===== src/rtl/txdma_pkg.sv =====
// Shared types for the transmit DMA channel controller.
package txdma_pkg;
    typedef enum logic [1:0] {
        FSM_STOP  = 2'd0,
        FSM_FETCH = 2'd1,
        FSM_BURST = 2'd2,
        FSM_SUSP  = 2'd3
    } fsm_e;

    localparam logic [1:0] STAT_STOPPED   = 2'd0;
    localparam logic [1:0] STAT_RUNNING   = 2'd1;
    localparam logic [1:0] STAT_SUSPENDED = 2'd2;
endpackage


===== src/rtl/txdma_burst_calc.sv =====
// Burst sizing: decodes the programmed burst length, applies the x8 mode
// and clips the burst to the beats left in the buffer.
// Assumes LW >= 9 so the largest limit (256) fits the beat width.
module txdma_burst_calc #(
    parameter int LW = 16
) (
    input  logic [5:0]    pbl,
    input  logic          pbl_x8,
    input  logic [LW-1:0] rem_beats,
    output logic [LW-1:0] beats,
    output logic [8:0]    max_beats,
    output logic          pbl_err
);
    logic       legal;
    logic [5:0] pbl_eff;

    // Legal lengths are the single-bit values 1..32; anything else becomes 1.
    always_comb begin
        legal     = (pbl != 6'd0) && ((pbl & (pbl - 6'd1)) == 6'd0);
        pbl_eff   = legal ? pbl : 6'd1;
        max_beats = pbl_x8 ? {pbl_eff, 3'b000} : {3'b000, pbl_eff};
        pbl_err   = !legal;
        beats     = (rem_beats < LW'(max_beats)) ? rem_beats : LW'(max_beats);
    end
endmodule


===== src/rtl/txdma_ring_ptr.sv =====
// Descriptor ring position: holds the list base and the index of the current
// descriptor, advances by a fixed stride and wraps after RING_LEN entries.
// Assumes RING_LEN >= 2. A base load restarts the ring at index 0.
module txdma_ring_ptr #(
    parameter int AW         = 32,
    parameter int RING_LEN   = 4,
    parameter int DSC_STRIDE = 16
) (
    input  logic          clk,
    input  logic          rst_n,
    input  logic          base_we,
    input  logic [AW-1:0] base_in,
    input  logic          advance,
    output logic [AW-1:0] dsc_addr
);
    localparam int IW = $clog2(RING_LEN);
    localparam logic [IW-1:0] LAST_IDX = IW'(RING_LEN - 1);

    logic [AW-1:0] base_q;
    logic [IW-1:0] idx_q;

    // Base register and ring index; base load wins over an advance.
    always_ff @(posedge clk) begin
        if (!rst_n) begin
            base_q <= '0;
            idx_q  <= '0;
        end else if (base_we) begin
            base_q <= base_in;
            idx_q  <= '0;
        end else if (advance) begin
            idx_q  <= (idx_q == LAST_IDX) ? '0 : idx_q + IW'(1);
        end
    end

    assign dsc_addr = base_q + AW'(idx_q) * AW'(DSC_STRIDE);


    ring_wrap_chk: assert property (@(posedge clk) disable iff (!rst_n)
        (advance && !base_we && idx_q == LAST_IDX) |=> (idx_q == '0));
endmodule


===== src/rtl/txdma_chan_ctrl.sv =====
// Transmit DMA channel controller: stopped/running/suspended sequencing,
// descriptor fetch, and burst issue for the owned buffer.
// Assumes the descriptor and burst responders hold each response valid for
// at least the cycle in which the controller samples it.
module txdma_chan_ctrl
    import txdma_pkg::*;
#(
    parameter int AW         = 32,
    parameter int LW         = 16,
    parameter int BEAT_BYTES = 8,
    parameter int RING_LEN   = 4,
    parameter int DSC_STRIDE = 16
) (
    input  logic          clk,
    input  logic          rst_n,
    input  logic          cfg_run,
    input  logic [AW-1:0] cfg_base,
    input  logic          cfg_base_we,
    input  logic [5:0]    cfg_pbl,
    input  logic          cfg_pbl_x8,
    input  logic          cfg_resume,
    output logic          dsc_req,
    output logic [AW-1:0] dsc_addr,
    input  logic          dsc_ack,
    input  logic          dsc_own,
    input  logic [AW-1:0] dsc_buf_addr,
    input  logic [LW-1:0] dsc_len,
    output logic          brst_req,
    output logic [AW-1:0] brst_addr,
    output logic [LW-1:0] brst_beats,
    input  logic          brst_ack,
    output logic [1:0]    st_state,
    output logic          st_tbu,
    output logic          st_pbl_err
);
    localparam int BSH = $clog2(BEAT_BYTES);

    fsm_e          state_q, state_d;
    logic [AW-1:0] buf_q;
    logic [LW-1:0] rem_q;
    logic          tbu_q;
    logic          advance;
    logic          pkt_last;
    logic [LW:0]   len_ext;
    logic [LW-1:0] beats_tot;
    logic [8:0]    max_beats;

    txdma_burst_calc #(.LW(LW)) u_calc (
        .pbl       (cfg_pbl),
        .pbl_x8    (cfg_pbl_x8),
        .rem_beats (rem_q),
        .beats     (brst_beats),
        .max_beats (max_beats),
        .pbl_err   (st_pbl_err)
    );

    txdma_ring_ptr #(.AW(AW), .RING_LEN(RING_LEN), .DSC_STRIDE(DSC_STRIDE)) u_ring (
        .clk      (clk),
        .rst_n    (rst_n),
        .base_we  (cfg_base_we && state_q == FSM_STOP),
        .base_in  (cfg_base),
        .advance  (advance),
        .dsc_addr (dsc_addr)
    );

    // Beats needed for the buffer just fetched (rounded up).
    always_comb begin
        len_ext   = {1'b0, dsc_len} + (LW+1)'(BEAT_BYTES - 1);
        beats_tot = LW'(len_ext >> BSH);
    end

    assign pkt_last = brst_ack && (brst_beats == rem_q);

    // Next-state decision and ring advance on packet completion.
    always_comb begin
        state_d = state_q;
        advance = 1'b0;
        case (state_q)
            FSM_STOP:  if (cfg_run) state_d = FSM_FETCH;
            FSM_FETCH: if (dsc_ack) begin
                if (!dsc_own) state_d = FSM_SUSP;
                else if (beats_tot == '0) begin
                    advance = 1'b1;
                    state_d = cfg_run ? FSM_FETCH : FSM_STOP;
                end else state_d = FSM_BURST;
            end
            FSM_BURST: if (pkt_last) begin
                advance = 1'b1;
                state_d = cfg_run ? FSM_FETCH : FSM_STOP;
            end
            FSM_SUSP: begin
                if (!cfg_run) state_d = FSM_STOP;
                else if (cfg_resume) state_d = FSM_FETCH;
            end
            default: state_d = FSM_STOP;
        endcase
    end

    // State, sticky flag and buffer progress registers.
    always_ff @(posedge clk) begin
        if (!rst_n) begin
            state_q <= FSM_STOP;
            tbu_q   <= 1'b0;
            buf_q   <= '0;
            rem_q   <= '0;
        end else begin
            state_q <= state_d;
            if (state_q == FSM_STOP && cfg_run)
                tbu_q <= 1'b0;
            else if (state_q == FSM_FETCH && dsc_ack && !dsc_own)
                tbu_q <= 1'b1;
            if (state_q == FSM_FETCH && dsc_ack && dsc_own) begin
                buf_q <= dsc_buf_addr;
                rem_q <= beats_tot;
            end else if (state_q == FSM_BURST && brst_ack) begin
                buf_q <= buf_q + (AW'(brst_beats) << BSH);
                rem_q <= rem_q - brst_beats;
            end
        end
    end

    // Port-side view of the state machine.
    always_comb begin
        dsc_req   = (state_q == FSM_FETCH);
        brst_req  = (state_q == FSM_BURST);
        brst_addr = buf_q;
        st_tbu    = tbu_q;
        case (state_q)
            FSM_STOP: st_state = STAT_STOPPED;
            FSM_SUSP: st_state = STAT_SUSPENDED;
            default:  st_state = STAT_RUNNING;
        endcase
    end


    burst_limit_chk: assert property (@(posedge clk) disable iff (!rst_n)
        brst_req |-> (brst_beats != '0) && (brst_beats <= LW'(max_beats)));

    burst_clip_chk: assert property (@(posedge clk) disable iff (!rst_n)
        brst_req |-> (brst_beats <= rem_q));

    unowned_susp_chk: assert property (@(posedge clk) disable iff (!rst_n)
        (state_q == FSM_FETCH && dsc_ack && !dsc_own) |=> (state_q == FSM_SUSP && tbu_q));

    tbu_sticky_chk: assert property (@(posedge clk) disable iff (!rst_n)
        (tbu_q && state_q != FSM_STOP) |=> tbu_q);

    susp_stop_chk: assert property (@(posedge clk) disable iff (!rst_n)
        (state_q == FSM_SUSP && !cfg_run) |=> (state_q == FSM_STOP));

    drain_chk: assert property (@(posedge clk) disable iff (!rst_n)
        (state_q == FSM_BURST && !pkt_last) |=> (state_q == FSM_BURST));

    req_excl_chk: assert property (@(posedge clk) disable iff (!rst_n)
        !(dsc_req && brst_req));
endmodule


===== config.mk =====
export PLATFORM = sky130hd
export DESIGN_NAME = txdma_chan_ctrl
export DESIGN_NICKNAME = d
export VERILOG_FILES = /design/src/rtl/txdma_pkg.sv /design/src/rtl/txdma_burst_calc.sv /design/src/rtl/txdma_ring_ptr.sv /design/src/rtl/txdma_chan_ctrl.sv
export SDC_FILE = /design/constraint.sdc
export NUM_CORES = 1
export LEC_CHECK = 0
export ABC_AREA = 1
export BUFFER_PORTS_ARGS = -buffer_cell sky130_fd_sc_hd__clkbuf_2
export CAP_MARGIN = 10
export CORE_MARGIN = 2
export CORE_UTILIZATION = 30
export CTS_CLUSTER_DIAMETER = 50
export DETAILED_ROUTE_END_ITERATION = 10
export PLACE_DENSITY = 0.54
export SYNTH_ARGS = -nofsm -noshare
export SYNTH_HDL_FRONTEND = slang
export SYNTH_SLANG_ARGS = --single-unit

===== constraint.sdc =====
create_clock -name clk -period 12 [get_ports clk]
set_clock_uncertainty 0.15 [all_clocks]
set_input_delay 2.4 -clock clk [delete_from_list [all_inputs] [get_ports clk]]
set_output_delay 2.4 -clock clk [all_outputs]
set_load 0.05 [all_outputs]

Word level (Yosys, flattened, before mapping)
Cells that the tools add are included.
Widths: inputs -> output; s select.

operators by class
  bitwise operators = 2
  reduce and logical (&&, ||, !) cells = 19
  divide/modulo/power cells = 0
  shift operators = 0
  equal/unequal tests = 9
  multipliers = 0
  mux-type cells = 23
  order comparisons = 1
  add/sub/neg operators = 6

operator list
  cell                   number
  $mux 32                2
  $add 32x19->32         1
  $add 32x6->32          1
  $mux 14                2
  $add 16x3->17 const B  1
  $eq 16x16->1           1
  $logic_not 16->1       1
  $lt 16x9->1            1
  $mux 16                1
  $mux 2                 8
  $sub 16x16->16         1
  $mux 9                 1
  $logic_and 1x1->1      8
  $pmux 2 s4             1
  $and 6x6->6            1
  $eq 2x2->1 const B     3
  $logic_not 6->1        1
  $mux 6                 1
  $reduce_bool 6->1      1
  $reduce_or 2->1        3
  $sub 6x1->6 const B    1
  $mux 1                 5
  $ne 2x1->1 const B     2
  $pmux 2 s2             1
  other kinds (10)       11

storage, ports and cells
  RAM bits = 0
  register bits after elaboration = 85
  bits in latches = 0
  logic and storage cells = 67
  input bits = 95
  bits in read-only memories = 0
  memories kept = 0
  output and inout bits = 86

Depth between registers and ports, before layout
  depth after elaboration = 12
  depth in mapped cells = 36
  depth with buffers taken out = 35

Hierarchy
Synthesis repeated with hierarchy kept, for this count alone.

unflattened totals
  cell total of the unflattened synthesis = 1223
  area total of the unflattened synthesis = 7369.6 um^2

modules (own cells, without submodules)
  module            sequential area each (um^2)  area each (um^2)  cells an instance  instances
  txdma_chan_ctrl   1021.0                       4743.3            787                1
  txdma_ring_ptr    680.7                        2003.2            315                1
  txdma_burst_calc  0.0                          623.1             121                1

Least setup slack after synthesis
No wires, ideal clock.

  path type = in2out
  start = in cfg_pbl[2]
  end = out brst_beats[0]
  buffers on the path = 1
  arrival = 5.929 ns
  path slack = 3.521 ns
  data required time = 9.450 ns
  stages = 18
  cell sequence = nor2_1 > nand2_1 > nand2_1 > and2_1 > nand2_1 > nor2_1 > inv_1 > o21ai_0 > inv_1 > ha_1 > a21oi_1 > nor2_1 > a211oi_1 > nand2_1 > nand2_2 > nand2_2 > buf_2 > o21ai_0

between the ends
  cells in the longest elaborated chain, start to end = 8
  elaborated cells on any way between the ends = 9
  those cells by class = add/sub: 1; order compare: 1; mux: 3; bitwise: 1; reduce/logical: 3

ends and longest elaborated chain
  what               RTL line                text
  start, declared    txdma_chan_ctrl.sv:19   input logic [5:0] cfg_pbl,
  $sub 6x1->6        txdma_burst_calc.sv:19  legal = (pbl != 6'd0) && ((pbl & (pbl - 6'd1)) == 6'd0);
  $and 6x6->6        txdma_burst_calc.sv:19
  $logic_not 6->1    txdma_burst_calc.sv:19
  $logic_and 1x1->1  txdma_burst_calc.sv:19
  $mux 6 (*)         txdma_burst_calc.sv:20  pbl_eff = legal ? pbl : 6'd1;
  $mux 9 (*)         txdma_burst_calc.sv:21  max_beats = pbl_x8 ? {pbl_eff, 3'b000} : {3'b000, pbl_eff};
  $lt 16x9->1        txdma_burst_calc.sv:23  beats = (rem_beats < LW'(max_beats)) ? rem_beats : LW'(max_beats);
  $mux 16 (*)        txdma_burst_calc.sv:23
  end, declared      txdma_chan_ctrl.sv:30   output logic [LW-1:0] brst_beats,

Mark *: on every way between the ends. The rest lies on a longest branch, timed or not.

Worst setup path in the final report
Ends and elaborated chain as after synthesis.

==> results.cfg <==
[setup_path]
r2r_slack_ns = 6.95
r2r-start = rem_q[10]
slowest_delay_ns = 0.61
endpoint_kind = output port
cpMostUsedCell = nand2_1
critPathKind = input pin to output port
crit_fanout = 24
rr_endpoint = brst_addr[21]
crit_slowest_cell = o21ai_0
path_cells = clkbuf_2 > nor2_1 > nand2_1 > nand2_1 > and2_1 > nand2_1 > nor2_1 > inv_1 > o21ai_0 > inv_1 > ha_1 > a21oi_1 > nor2_1 > a211oi_1 > nand2_1 > nand2_2 > nand2_2 > o21ai_0 > clkbuf_2
worstPathRequired_ns = 9.45
crit_buf_inv = 4
cp-start-kind = input pin
cp_top_family = simple AND/OR/NAND/NOR gates
worstPathArrival_ns = 5.76
rr_worst_depth = 18

[sta]
relSlewSlack = 0.272
rsz0062_at_grt = no
drv_slew = 0
fin_crit_sh = 0.693
tns_ns = 0
worst_pin_slew_ns = 1.09
fin_hold_ws_ns = 0.312
hold_viol = 0
fmaxAchievable_mhz = 120
finalSetupViolCount = 0
post-route-min-period_ns = 8.31

[floorplan]
die-area_um2 = 24000
die_w_um = 155
core_um2 = 22500
fp.dieH_um = 155
start_util = 0.304
pin_count = 181
num_rows = 55

[clock_network]
cts_setup_buffers = 0
cts_root_buf = clkbuf_16
cts_sinks = 85
htreeDepth = 3
cts_buffer_depth = 2
cts_buffers = 9
clkLatencyLatePin_ns = 0.35
cts_tree = built
clk_pin_slew_ns = 0.07
ctsHoldBuffers = 0
post_cts_resized = 0

[power_and_ir_drop]
p_per_area_nw_per_um2 = 158
leakagePower_uw = 0.00402
vdd_ir_drop_max_v = 0.0000732

[grt]
grt_max_degree = 59
use_met3 = 0.0320
grtUsageMet2 = 0.305
grtUsageTotal = 0.180
top_usage_layer = met2
antenna_found_initial = 0
use_met1 = 0.240
grt_pass1_wl_mm = 35.0
grt_pass1_vias = 6972
gr-total-overflow = 0

[detailed_routing]
wire_per_inst_um = 14.0
viasPerCell = 4.79
postRouteAntennaNets = 0
drt_wl_total_mm = 21.4
drt_iter0_drc = 344
route.detailed.drc = 0
vias = 7323
drtPass1Iterations = 5

[placed_design]
port_buffers = 173
dp_hpwl_mm = 16.2
dpl_cell_area_um2 = 7940
gp_congestion = 0.880

[finish]
drive_gt1_frac = 0.178
syn_to_final_growth_pct = 20.6
fin_util = 0.367
final_common_cell = nand2_1
diodes = 0
layout_common_cells = nand2_1, clkbuf_2, nor2_1, inv_1, o21ai_0
nNetsFinal = 1378
design_area_um2 = 8250

[flow_run]
maxCapViolCount = 0

[hold_path]
hp-class = flop to flop
min_from = rem_q[15]
min_path_cells = 2
whs_endpoint = rem_q[15]

[yosys]
synth_cell_type_count = 49
syn_avg_cell_area_um2 = 6.33
yosysSeqAreaShare = 0.249
synth_cells = 1080
synth-seq-cells = 85
syn_area_um2 = 6840
yosysWarnings = 0

[status]
status = complete, no violations
[metal layers]
metal	up-vias	share of wire	wire, um
met5	-	0	0
met4	0	0.012	258
met3	13	0.053	1120
met2	194	0.45	9670
met1	3229	0.48	10300
li1	3887	-	-
[power breakdown]
part	internal (uW)	switching [uW]
clock	169	128
sequential	313	30.3
combinational	200	461
[worst max-delay path by stage]
stage / startpoint / to / slack (ns) / cells past startpoint
after global placement: cfg_pbl[2] / brst_beats[0] / 3.97 / 15
after floorplan: cfg_pbl[2] / brst_beats[0] / 3.52 / 18
after CTS: cfg_pbl[2] / brst_beats[0] / 3.78 / 19
after global routing: cfg_pbl[2] / brst_beats[0] / 3.40 / 15
after detailed placement: cfg_pbl[2] / brst_beats[0] / 3.81 / 19
final: cfg_pbl[2] / brst_beats[0] / 3.69 / 19
[area by class of cell]
class	count	area (um^2)
repair buffers	178	903
flip-flops and latches	85	1700
clock buffers	10	239
well taps	285	357
inverters	119	447
multi-input cells	846	4530
fillers	2521	14300
clock inverters	6	71.3
[metrics by stage]
stage / cells / setup WS (ns) / power, uW
global placement: 1513 / 3.97 / 1010
global route: 1529 / 3.40 / 1410
CTS: 1529 / 3.78 / 1310
detailed placement: 1513 / 3.81 / 1000
finish: 1529 / 3.69 / 1300
floorplan: 1093 / 3.52 / 854
[cell families after synthesis]
| family | synth area share |
|---|---|
| AOI/OAI and AO/OA | 0.196 |
| adders and majority gates | 0.0838 |
| other | 0.000548 |
| DFF | 0.249 |
| and+or+nand+nor | 0.319 |
| buffers and inverters | 0.0959 |
| xor gates and xnor gates | 0.0562 |
[registers in the layout, summed over array words and instances, names as in the netlist]
signal / cells
rem_q: 16
brst_addr: 32
state_q: 2
u_ring.idx_q: 2
u_ring.base_q: 32
st_tbu: 1
[worst min-delay path, cell delays in order (launching register included)]
cell and delay [ns]:
dfxtp_1 0.31, nand2_1 0.06, a21oi_1 0.05
[Yosys cell counts, drive strengths merged]
| cell | count | area share |
|---|---|---|
| and2 | 1 | 0.00092 |
| and3 | 1 | 0.00092 |
| a31o | 1 | 0.0013 |
| o21a | 3 | 0.0033 |
| o211ai | 8 | 0.0088 |
| o31ai | 1 | 0.0011 |
| nor4b | 1 | 0.0013 |
| a21o | 1 | 0.0011 |
| fa | 3 | 0.0088 |
| nand3 | 58 | 0.043 |
| clkinv | 3 | 0.0016 |
| xnor2 | 16 | 0.020 |
| nand4 | 23 | 0.021 |
| inv | 116 | 0.064 |
| clkbuf | 27 | 0.015 |
| o221ai | 1 | 0.0013 |
| a22oi | 1 | 0.0011 |
| nand2 | 245 | 0.14 |
| o21ai | 110 | 0.081 |
| a211oi | 4 | 0.0044 |
| xor2 | 27 | 0.036 |
| nor3 | 20 | 0.020 |
| or3 | 1 | 0.00092 |
| a21oi | 95 | 0.070 |
| o21bai | 13 | 0.014 |
| conb | 1 | 0.00055 |
| buf | 16 | 0.016 |
| nor2 | 126 | 0.072 |
| dfxtp | 85 | 0.25 |
| nor4 | 7 | 0.0073 |
| ha | 41 | 0.075 |
| o2111ai | 1 | 0.0013 |
| o22ai | 1 | 0.00092 |
| a31oi | 6 | 0.0055 |
| a221oi | 1 | 0.0013 |
| nand3b | 6 | 0.0066 |
| or2 | 9 | 0.0082 |
Power figures use the tool's default switching activity.
